[config.mk]
export PLATFORM = sky130hd
export DESIGN_NAME = rsp_parser
export DESIGN_NICKNAME = d
export VERILOG_FILES = /design/src/rtl/rsp_pkg.sv /design/src/rtl/rsp_hdr_decode.sv /design/src/rtl/rsp_byte_pick.sv /design/src/rtl/rsp_parser.sv
export SDC_FILE = /design/constraint.sdc
export NUM_CORES = 1
export LEC_CHECK = 0
export BUFFER_PORTS_ARGS = -buffer_cell sky130_fd_sc_hd__buf_2
export CORE_MARGIN = 4
export CORE_UTILIZATION = 45
export DETAILED_ROUTE_END_ITERATION = 10
export MAX_ROUTING_LAYER = met4
export PLACE_DENSITY = 0.67
export REMOVE_ABC_BUFFERS = 1
export SLEW_MARGIN = 30
export SYNTH_ARGS = -nofsm -noshare
export SYNTH_HDL_FRONTEND = slang
export SYNTH_HIERARCHICAL = 1
export SYNTH_SLANG_ARGS = --single-unit
[constraint.sdc]
create_clock -name clk -period 3.2 [get_ports clk]
set_clock_uncertainty 0.15 [all_clocks]
set_input_delay 0.48 -clock clk [delete_from_list [all_inputs] [get_ports clk]]
set_output_delay 0.48 -clock clk [all_outputs]
set_load 0.03 [all_outputs]
[src/rtl/rsp_pkg.sv]
package rsp_pkg;
  localparam int RSP_LEN_W = 16;

  localparam logic [5:0] DT_ACK_ERR   = 6'h02;
  localparam logic [5:0] DT_GEN_LONG  = 6'h1A;
  localparam logic [5:0] DT_DCS_LONG  = 6'h1C;
  localparam logic [5:0] DT_DCS_SHRT1 = 6'h21;
  localparam logic [5:0] DT_DCS_SHRT2 = 6'h22;

  localparam logic [31:0] STAT_ACK = 32'h0000_0084;
  localparam logic [31:0] STAT_ESC = 32'h0000_0087;

  typedef enum logic [1:0] {K_ERR, K_SHORT, K_LONG, K_BAD} kind_e;
  typedef enum logic [2:0] {S_IDLE, S_STAT, S_HDR, S_PAY, S_EMIT, S_DONE} state_e;

  function automatic logic [RSP_LEN_W-1:0] clip_len(input logic [RSP_LEN_W-1:0] want,
                                                     input logic [RSP_LEN_W-1:0] lim);
    return (want < lim) ? want : lim;
  endfunction

  function automatic logic [7:0] lane_byte(input logic [31:0] w, input logic [1:0] lane);
    logic [31:0] sh;
    sh = w >> {lane, 3'b000};
    return sh[7:0];
  endfunction
endpackage

[src/rtl/rsp_hdr_decode.sv]
module rsp_hdr_decode
  import rsp_pkg::*;
(
  input  logic [5:0]           dtype,
  input  logic [15:0]          field,
  input  logic [RSP_LEN_W-1:0] limit,
  output kind_e                kind,
  output logic [RSP_LEN_W-1:0] take_bytes
);
  always_comb begin
    kind       = K_BAD;
    take_bytes = '0;
    case (dtype)
      DT_ACK_ERR:   kind = K_ERR;
      DT_DCS_SHRT1: begin kind = K_SHORT; take_bytes = clip_len(16'd1, limit); end
      DT_DCS_SHRT2: begin kind = K_SHORT; take_bytes = clip_len(16'd2, limit); end
      DT_GEN_LONG,
      DT_DCS_LONG:  begin kind = K_LONG;  take_bytes = clip_len(field, limit); end
      default:      kind = K_BAD;
    endcase
  end
endmodule

[src/rtl/rsp_byte_pick.sv]
module rsp_byte_pick
  import rsp_pkg::*;
(
  input  logic [31:0]          word,
  input  logic [1:0]           lane,
  input  logic [RSP_LEN_W-1:0] bytes_left,
  input  logic                 no_more_words,
  output logic [7:0]           byte_out,
  output logic                 lane_end,
  output logic                 last
);
  logic final_byte;
  assign final_byte = (bytes_left == 16'd1);
  assign byte_out   = lane_byte(word, lane);
  assign lane_end   = final_byte || (lane == 2'd3);
  assign last       = final_byte || ((lane == 2'd3) && no_more_words);
endmodule

[src/rtl/rsp_parser.sv]
module rsp_parser
  import rsp_pkg::*;
#(
  parameter int CNT_W = 5
) (
  input  logic                 clk,
  input  logic                 rst_n,
  input  logic                 start,
  input  logic [CNT_W-1:0]     start_words,
  input  logic [RSP_LEN_W-1:0] rx_limit,
  input  logic                 in_valid,
  input  logic [31:0]          in_data,
  output logic                 in_ready,
  output logic                 out_valid,
  output logic [7:0]           out_data,
  output logic                 out_last,
  input  logic                 out_ready,
  output logic                 busy,
  output logic                 done,
  output logic [RSP_LEN_W-1:0] done_count,
  output logic                 ack_seen,
  output logic                 esc_seen,
  output logic                 status_unknown,
  output logic                 err_report_valid,
  output logic [15:0]          err_vec,
  output logic                 proto_err
);
  state_e               st;
  logic [CNT_W-1:0]     words_left;
  logic [CNT_W-1:0]     words_rem;
  logic [RSP_LEN_W-1:0] bytes_left;
  logic [RSP_LEN_W-1:0] sent;
  logic [31:0]          lane_buf;
  logic [1:0]           lane;

  kind_e                hdr_kind;
  logic [RSP_LEN_W-1:0] hdr_bytes;
  logic                 lane_end;

  // named events used by the checker
  logic accept_start, take_word, emit_fire;

  rsp_hdr_decode u_dec (
    .dtype      (in_data[5:0]),
    .field      (in_data[23:8]),
    .limit      (rx_limit),
    .kind       (hdr_kind),
    .take_bytes (hdr_bytes)
  );

  rsp_byte_pick u_pick (
    .word          (lane_buf),
    .lane          (lane),
    .bytes_left    (bytes_left),
    .no_more_words (words_left == '0),
    .byte_out      (out_data),
    .lane_end      (lane_end),
    .last          (out_last)
  );

  assign in_ready     = (st == S_STAT) || (st == S_HDR) || (st == S_PAY);
  assign out_valid    = (st == S_EMIT);
  assign busy         = (st != S_IDLE);
  assign done         = (st == S_DONE);
  assign done_count   = sent;
  assign accept_start = start && (st == S_IDLE);
  assign take_word    = in_valid && in_ready;
  assign emit_fire    = out_valid && out_ready;
  assign words_rem    = words_left - 1'b1;

  always_ff @(posedge clk or negedge rst_n) begin
    if (!rst_n) begin
      st               <= S_IDLE;
      words_left       <= '0;
      bytes_left       <= '0;
      sent             <= '0;
      lane_buf         <= '0;
      lane             <= '0;
      ack_seen         <= 1'b0;
      esc_seen         <= 1'b0;
      status_unknown   <= 1'b0;
      err_report_valid <= 1'b0;
      err_vec          <= '0;
      proto_err        <= 1'b0;
    end else begin
      case (st)
        S_IDLE: if (accept_start) begin
          ack_seen         <= 1'b0;
          esc_seen         <= 1'b0;
          status_unknown   <= 1'b0;
          err_report_valid <= 1'b0;
          err_vec          <= '0;
          proto_err        <= 1'b0;
          sent             <= '0;
          bytes_left       <= '0;
          words_left       <= start_words;
          st               <= (start_words == '0) ? S_DONE : S_STAT;
        end
        S_STAT: if (take_word) begin
          words_left     <= words_rem;
          ack_seen       <= (in_data == STAT_ACK);
          esc_seen       <= (in_data == STAT_ESC);
          status_unknown <= (in_data != STAT_ACK) && (in_data != STAT_ESC);
          st             <= (words_rem == '0) ? S_DONE : S_HDR;
        end
        S_HDR: if (take_word) begin
          words_left <= words_rem;
          lane_buf   <= {8'h00, in_data[31:8]};
          lane       <= '0;
          bytes_left <= hdr_bytes;
          if (hdr_kind == K_ERR) begin
            err_report_valid <= 1'b1;
            err_vec          <= in_data[23:8];
          end
          if (hdr_kind == K_BAD) proto_err <= 1'b1;
          if ((hdr_kind == K_SHORT) && (hdr_bytes != '0)) st <= S_EMIT;
          else if (words_rem != '0)                       st <= S_PAY;
          else                                            st <= S_DONE;
        end
        S_PAY: if (take_word) begin
          words_left <= words_rem;
          lane_buf   <= in_data;
          lane       <= '0;
          if (bytes_left != '0)     st <= S_EMIT;
          else if (words_rem == '0) st <= S_DONE;
        end
        S_EMIT: if (emit_fire) begin
          bytes_left <= bytes_left - 1'b1;
          sent       <= sent + 1'b1;
          lane       <= lane + 1'b1;
          if (lane_end) st <= (words_left != '0) ? S_PAY : S_DONE;
        end
        S_DONE:  st <= S_IDLE;
        default: st <= S_IDLE;
      endcase
    end
  end
endmodule

# --- After elaboration in Yosys (flattened, before gate mapping) ---
# Index checks and enable logic that the tools add are counted.
# Widths: inputs -> output; s select.
totals:
  word_cells: 139
  ff_bits: 95
  out_inout_bits: 50
op_classes:
  magnitude_cmp: 3
  shift: 1
  n_reduce_logical: 40
  add_sub_neg: 4
  n_mux: 50
  eq_ne: 29
ops:
  columns: ["op", "n"]
  rows:
  - ["$mux 16", 9]
  - ["$pmux 16 s3", 2]
  - ["$eq 32x8->1 const B", 2]
  - ["$mux 32", 2]
  - ["$ne 32x8->1 const B", 2]
  - ["$pmux 16 s2", 2]
  - ["$pmux 32 s2", 1]
  - ["$mux 3", 13]
  - ["$reduce_bool 16->1", 2]
  - ["$shr 32x5->8", 1]
  - ["$add 16x1->16 const B", 1]
  - ["$eq 16x1->1 const B", 1]
  - ["$lt 1x16->1 const A", 1]
  - ["$lt 16x16->1", 1]
  - ["$lt 2x16->1 const A", 1]
  - ["$sub 16x1->16 const B", 1]
  - ["$logic_not 5->1", 3]
  - ["$pmux 3 s5", 1]
  - ["$reduce_and 3->1", 5]
  - ["$eq 6x5->1 const B", 2]
  - ["$eq 6x6->1 const B", 2]
  - ["$ne 2x1->1 const B", 6]
  - ["$reduce_and 4->1", 3]
  - ["$reduce_bool 2->1", 6]
  - ["other kinds (26)", 57]

# --- Logic depth before layout (Yosys ltp) ---
logic_depth:
  depth_word: 8
  mapped_depth: 15

# --- Cells and area by module ---
# Netlist, hierarchy kept.
modules_own_cells:
  columns: ["mod", "area_per_inst_um2", "instances", "cells_each"]
  rows:
  - ["rsp_parser", 4775.8, 1, 550]
  - ["rsp_hdr_decode", 788.3, 1, 112]
  - ["rsp_byte_pick", 251.5, 1, 18]

# --- Worst setup path after synthesis ---
# Ideal clock, no wire load.
synth_timing:
  kind: "in2reg"
  from: "in rx_limit[5]"
  to: "reg st[1]"
  cell_stages: 14
  required_ns: 2.983
  path_slack_ns: -0.054
  setup_ns: 0.067
  path_buffers: 2
  arrival_time_ns: 3.037
  cell_sequence: "inv_1 ha_1 a21o_1 a221oi_2 o21ai_1 a311o_1 buf_6 buf_12 a211o_1 nor4_1 a41o_1 o211ai_1 o311ai_0 a32o_1"
synth_between:
  elab_chain_len: 8
synth_lines:
  columns: ["element", "line", "rtl"]
  rows:
  - ["start, declared", "rsp_parser.sv:10", "input logic [RSP_LEN_W-1:0] rx_limit,"]
  - ["$lt 16x16->1, or another cell as far along", "rsp_pkg.sv:18", "return (want < lim) ? want : lim;"]
  - ["$mux 16", "rsp_pkg.sv:18", null]
  - ["$pmux 16 s3 *", "rsp_hdr_decode.sv:13", "case (dtype)"]
  - ["via hdr_bytes[1]", "rsp_parser.sv:37", "logic [RSP_LEN_W-1:0] hdr_bytes;"]
  - ["$reduce_bool 16->1 *", "rsp_parser.sv:116", "if ((hdr_kind == K_SHORT) && (hdr_bytes != '0)) st <= S_EMIT;"]
  - ["$logic_and 1x1->1 *", "rsp_parser.sv:116", null]
  - ["$mux 3 *", "rsp_parser.sv:116", null]
  - ["$mux 3 *", "rsp_parser.sv:106", "S_HDR: if (take_word) begin"]
  - ["$pmux 3 s5 *", "rsp_parser.sv:86", "case (st)"]
  - ["end signal, assigned", "rsp_parser.sv:97", "st <= (start_words == '0) ? S_DONE : S_STAT;"]
  - ["end signal, assigned", "rsp_parser.sv:104", "st <= (words_rem == '0) ? S_DONE : S_HDR;"]
  - ["end signal, assigned", "rsp_parser.sv:131", "if (lane_end) st <= (words_left != '0) ? S_PAY : S_DONE;"]
  - ["end, declared", "rsp_parser.sv:28", "state_e st;"]
# The timed path passes the listed nets; every way through them passes the cells marked *. The select of a mux whose other input is x is not followed.
# A chain may end at the register's enable or synchronous reset.

# --- Worst setup path in the final report ---
layout_timing:
  from: "in in_data[20]"
  to: "reg st[2]"
layout_between:
  elab_chain_len: 8
layout_lines:
  columns: ["element", "line", "rtl"]
  rows:
  - ["start, declared", "rsp_parser.sv:12", "input logic [31:0] in_data,"]
  - ["$lt 16x16->1", "rsp_pkg.sv:18", null]
  - ["$mux 16", "rsp_pkg.sv:18", null]
  - ["$pmux 16 s3", "rsp_hdr_decode.sv:13", null]
  - ["via hdr_bytes[0]", "rsp_parser.sv:37", null]
  - ["$reduce_bool 16->1", "rsp_parser.sv:116", null]
  - ["$logic_and 1x1->1", "rsp_parser.sv:116", null]
  - ["$mux 3", "rsp_parser.sv:116", null]
  - ["$mux 3", "rsp_parser.sv:106", null]
  - ["$pmux 3 s5", "rsp_parser.sv:86", null]
# The timed path passes the listed nets, and every way through them passes these cells. The select of a mux whose other input is x is not followed.

==> summary.md <==
| Metric | Value |
|---|---|
| Max clock buf depth | 2 |
| Post-synthesis cell count | 680 |
| Max Fclk | 315 MHz |
| Final #Nets | 911 |
| HPWL reported at the end of detailed placement | 13100 um |
| Simple-gate area share of the yosys netlist | 0.224 |
| Status | completed |
| Post-synthesis sequential area ratio | 0.409 |
| H-tree Lvls | 3 |
| CTS tree | built |
| TritonCTS buffer count | 9 |
| Final Util | 0.589 |
| Routed WL | 18000 um |
| Slew of the pin with the lowest slew margin | 748 ps |
| Post-synthesis mux area share | 0.0605 |
| Clk_lat worst skew | 360 ps |
| Root Buffer | clkbuf_16 |
| Clock power frac | 0.182 |
| GRT Total Usage | 0.249 |
| Via/cell ratio | 5.78 |
| Max_cap viols | 0 |
| Static Leak | 3.47 nW |
| Final hold violation count | 0 |
| Post-synthesis adder-cell area fraction | 0.0430 |
| Layout cell share with drive strength beyond 1 | 0.278 |
| Worst-path cell chain | buf_2, ha_1, nand4_1, nor2_2, a211o_1, a311o_2, buf_12, mux2i_1, o22ai_2, nor4_1, a41o_1, nand3_1, a31oi_1, o31ai_1 |
| Setup TNS | 0 ps |
| Comb power frac | 0.484 |
| CP Class | input pin to flip-flop |
| Unique cell type count in the Yosys netlist | 61 |
| Routed WL per cell | 17.8 um |
| PD cells | 821 nW/um^2 |
| Flop-to-flop setup slack | 780 ps |
| Synth Area in Compound Gates | 0.195 |
| Area growth syn-to-layout | 27.8% |
| Die Span X | between 100 and 150 um |
| Post-Layout Cell Count | 1011 |
| Largest net degree at the start of global routing | slightly below 70 |
| Fillers | 1141 |
| Worst-path clk slew | 70 ps |
| Final min period | 3180 ps |
| First-pass iteration count of the detailed router | 5 |
| Initial antenna violation count | 1 |
| Final setup fails | 0 |
| Initial DRC count | 482 |
| Worst path arrival time | 3270 ps |
| Die Area | 14800 um^2 |
| Ys Warns | 6 |
| Maximum vdd drop | 0.423 mV |
| Core Area | around 13000 um^2 |
| Die H | 122 um |
| Final Cycle Share | 0.993 |
| Mean post-synth cell area | 8.55 um^2 |
| I/O Buffers | 107 |
| Top FF cell, synth | dfrtp_1 |
| Seq pwr share | 0.334 |
| Ports | 108 |
| Internal power | approximately 0.0034 W |
| Switching share of power | 0.448 |
| DRC violations left | 0 |
| Worst hold margin | about 48 ps |
| GP Congestion | 0.904 |
| FP Rows | 41 |
| Yosys reg bits | 95 |
| Area occupied by registers | 2380 um^2 |
| Vias in the first global route | 5570 |
| First-pass GRT wire length | 27900 um |
| Xor/xnor share of the synthesized area | 0.0211 |
| Worst Setup End Kind | flip-flop |
| Number of placed cells counting well taps | about 1000 |
| CP max-delay cell | a311o_2 |
| Slew HR | 0.501 |
| Critical Path RT | between 3000 and 4000 ps |
| Initial core utilization | 0.461 |
| Delay of the slowest cell on the worst path | roughly 440 ps |
| Area occupied by multi-input gates | 3280 um^2 |
| Largest family of logic cells by synthesized area | simple AND/OR/NAND/NOR gates |
| CTS sink count | 95 |
| NetSw | 0.00273 W |
| Hold/Removal Path Class | input pin to asynchronous set/reset pin |
| Detail Route Antenna Nets | 0 |
| DR vias | about 5800 |
| Total congestion overflow | 0 |
| Synth Cell Area | approximately 5800 um^2 |
| Slew Limit Fails | 0 |
| Setup crit start kind | input pin |
| Post-synth EDFFs | 0 |
| Fraction of registers with async set/reset | 1.00 |
| Critical path fanouts, max | 5 |
timing repair:
action | in CTS | in global routing
hold buffers | 0 | 0
setup buffers | 0 | 2
endpoints found under the setup margin | 0 | 3
resized for setup | 0 | 16
registers in the layout, indices dropped and copies added (netlist names):
register / cells
ack_seen: 1
bytes_left: 16
done_count: 16
err_report_valid: 1
err_vec: 16
esc_seen: 1
lane: 2
lane_buf: 32
proto_err: 1
st: 3
status_unknown: 1
words_left: 5
cells in the final DEF, fill, tap and decap left out, types with 10 or more instances in the layout:
cell type,synthesis,layout
o21ai_0,85,85
a21oi_1,22,22
dfrtp_1,95,95
mux2i_1,16,16
nand3_1,12,12
buf_4,0,68
nand2_1,101,101
nor4_1,21,19
o22ai_1,27,26
clkbuf_16,0,11
inv_1,30,29
buf_2,4,106
ha_1,20,13
xnor2_1,10,10
nor2_1,67,66
nor3_1,19,18
critical path, delay by kind of cell:
family	cells	cell delay [ps]
fa+ha+maj	1	290
simple gates	4	580
buf+inv	2	280
mux	1	200
compound gates	6	1430
worst paths after layout:
path	startpoint	to	depth (start not counted)
worst max register to register	bytes_left[9]	bytes_left[15]	5
max in group asynchronous	rst_n	bytes_left[12]	2
worst min register to register	err_report_valid	err_report_valid	2
worst min-delay path	rst_n	lane_buf[0]	1
worst max-delay path	in_data[20]	st[2]	14
min in group clk	in_data[26]	lane_buf[26]	3
routing by layer:
metal | share of wire | wire [um] | GRT usage | vias to the layer above
li1 | - | - | - | 2778
met1 | 0.43 | 7760 | 0.326 | 2802
met2 | 0.48 | 8620 | 0.385 | 231
met3 | 0.063 | 1130 | 0.0381 | 35
met4 | 0.025 | 446 | 0.108 | 0
met5 | 0 | 0 | - | -
cells in the mapped netlist (3+ instances only):
master	instances	area, um^2
nor3b_1	3	22.5
mux4_2	8	180
o31ai_1	4	30.0
a221oi_1	3	26.3
a211oi_1	3	22.5
nor4b_1	5	43.8
clkbuf_1	29	109
o22ai_1	27	169
ha_1	20	250
o21ai_0	85	425
a31oi_1	4	25.0
nand2b_1	9	56.3
buf_2	4	20.0
inv_1	30	113
nor3_1	19	95.1
mux2i_1	16	160
nor4_1	21	131
nor2_1	67	251
a22oi_1	4	30.0
dfrtp_1	95	2380
and3_1	3	18.8
xnor2_1	10	87.6
or3_1	7	43.8
nand4_1	9	56.3
xor2_1	4	35.0
a21oi_1	22	110
and2_1	3	18.8
nand2_1	101	379
nand3_1	12	60.1
or4_1	3	22.5
or4_4	3	33.8
a32oi_1	5	43.8
or2_2	5	31.3
cell type report:
| class | instances | area share |
|---|---|---|
| multi-input combinational | 518 | 0.442 |
| sequential | 95 | 0.320 |
| timing repair buffer | 178 | 0.152 |
| clock buffer | 10 | 0.0322 |
| tap | 172 | 0.0290 |
| inverter | 31 | 0.0157 |
| clock inverter | 6 | 0.00909 |
| antenna | 1 | 0.000337 |
kinds of logic (layout without fill, tap and decap cells):
logic type | count (synthesis) | count (layout)
compound gates | 185 | 185
xor+xnor | 14 | 14
fa+ha+maj | 20 | 20
buf+inv | 67 | 225
flops | 95 | 95
mux | 25 | 25
other cells | 0 | 1
simple gates | 274 | 274
through the flow:
stage / power (W) / instance area [um^2] / setup WS [ps]
floorplan: 0.00396 / 5650 / -251
global placement: 0.00488 / 6940 / -232
detailed placement: 0.00495 / 6940 / -325
CTS: 0.00608 / 7250 / 22.2
global route: 0.00654 / 7430 / -81.5
finish: 0.00610 / 7430 / 21.0
power groups by stage:
stage / logic, W / clock network [W] / registers, W
after floorplan: 0.00176 / 0 / 0.00219
after global placement: 0.00286 / 0 / 0.00203
after detailed placement: 0.00290 / 0 / 0.00205
after CTS: 0.00291 / 0.00114 / 0.00203
after global routing: 0.00326 / 0.00118 / 0.00210
final: 0.00295 / 0.00111 / 0.00204
Note: power is estimated with default switching activity, not from simulation.
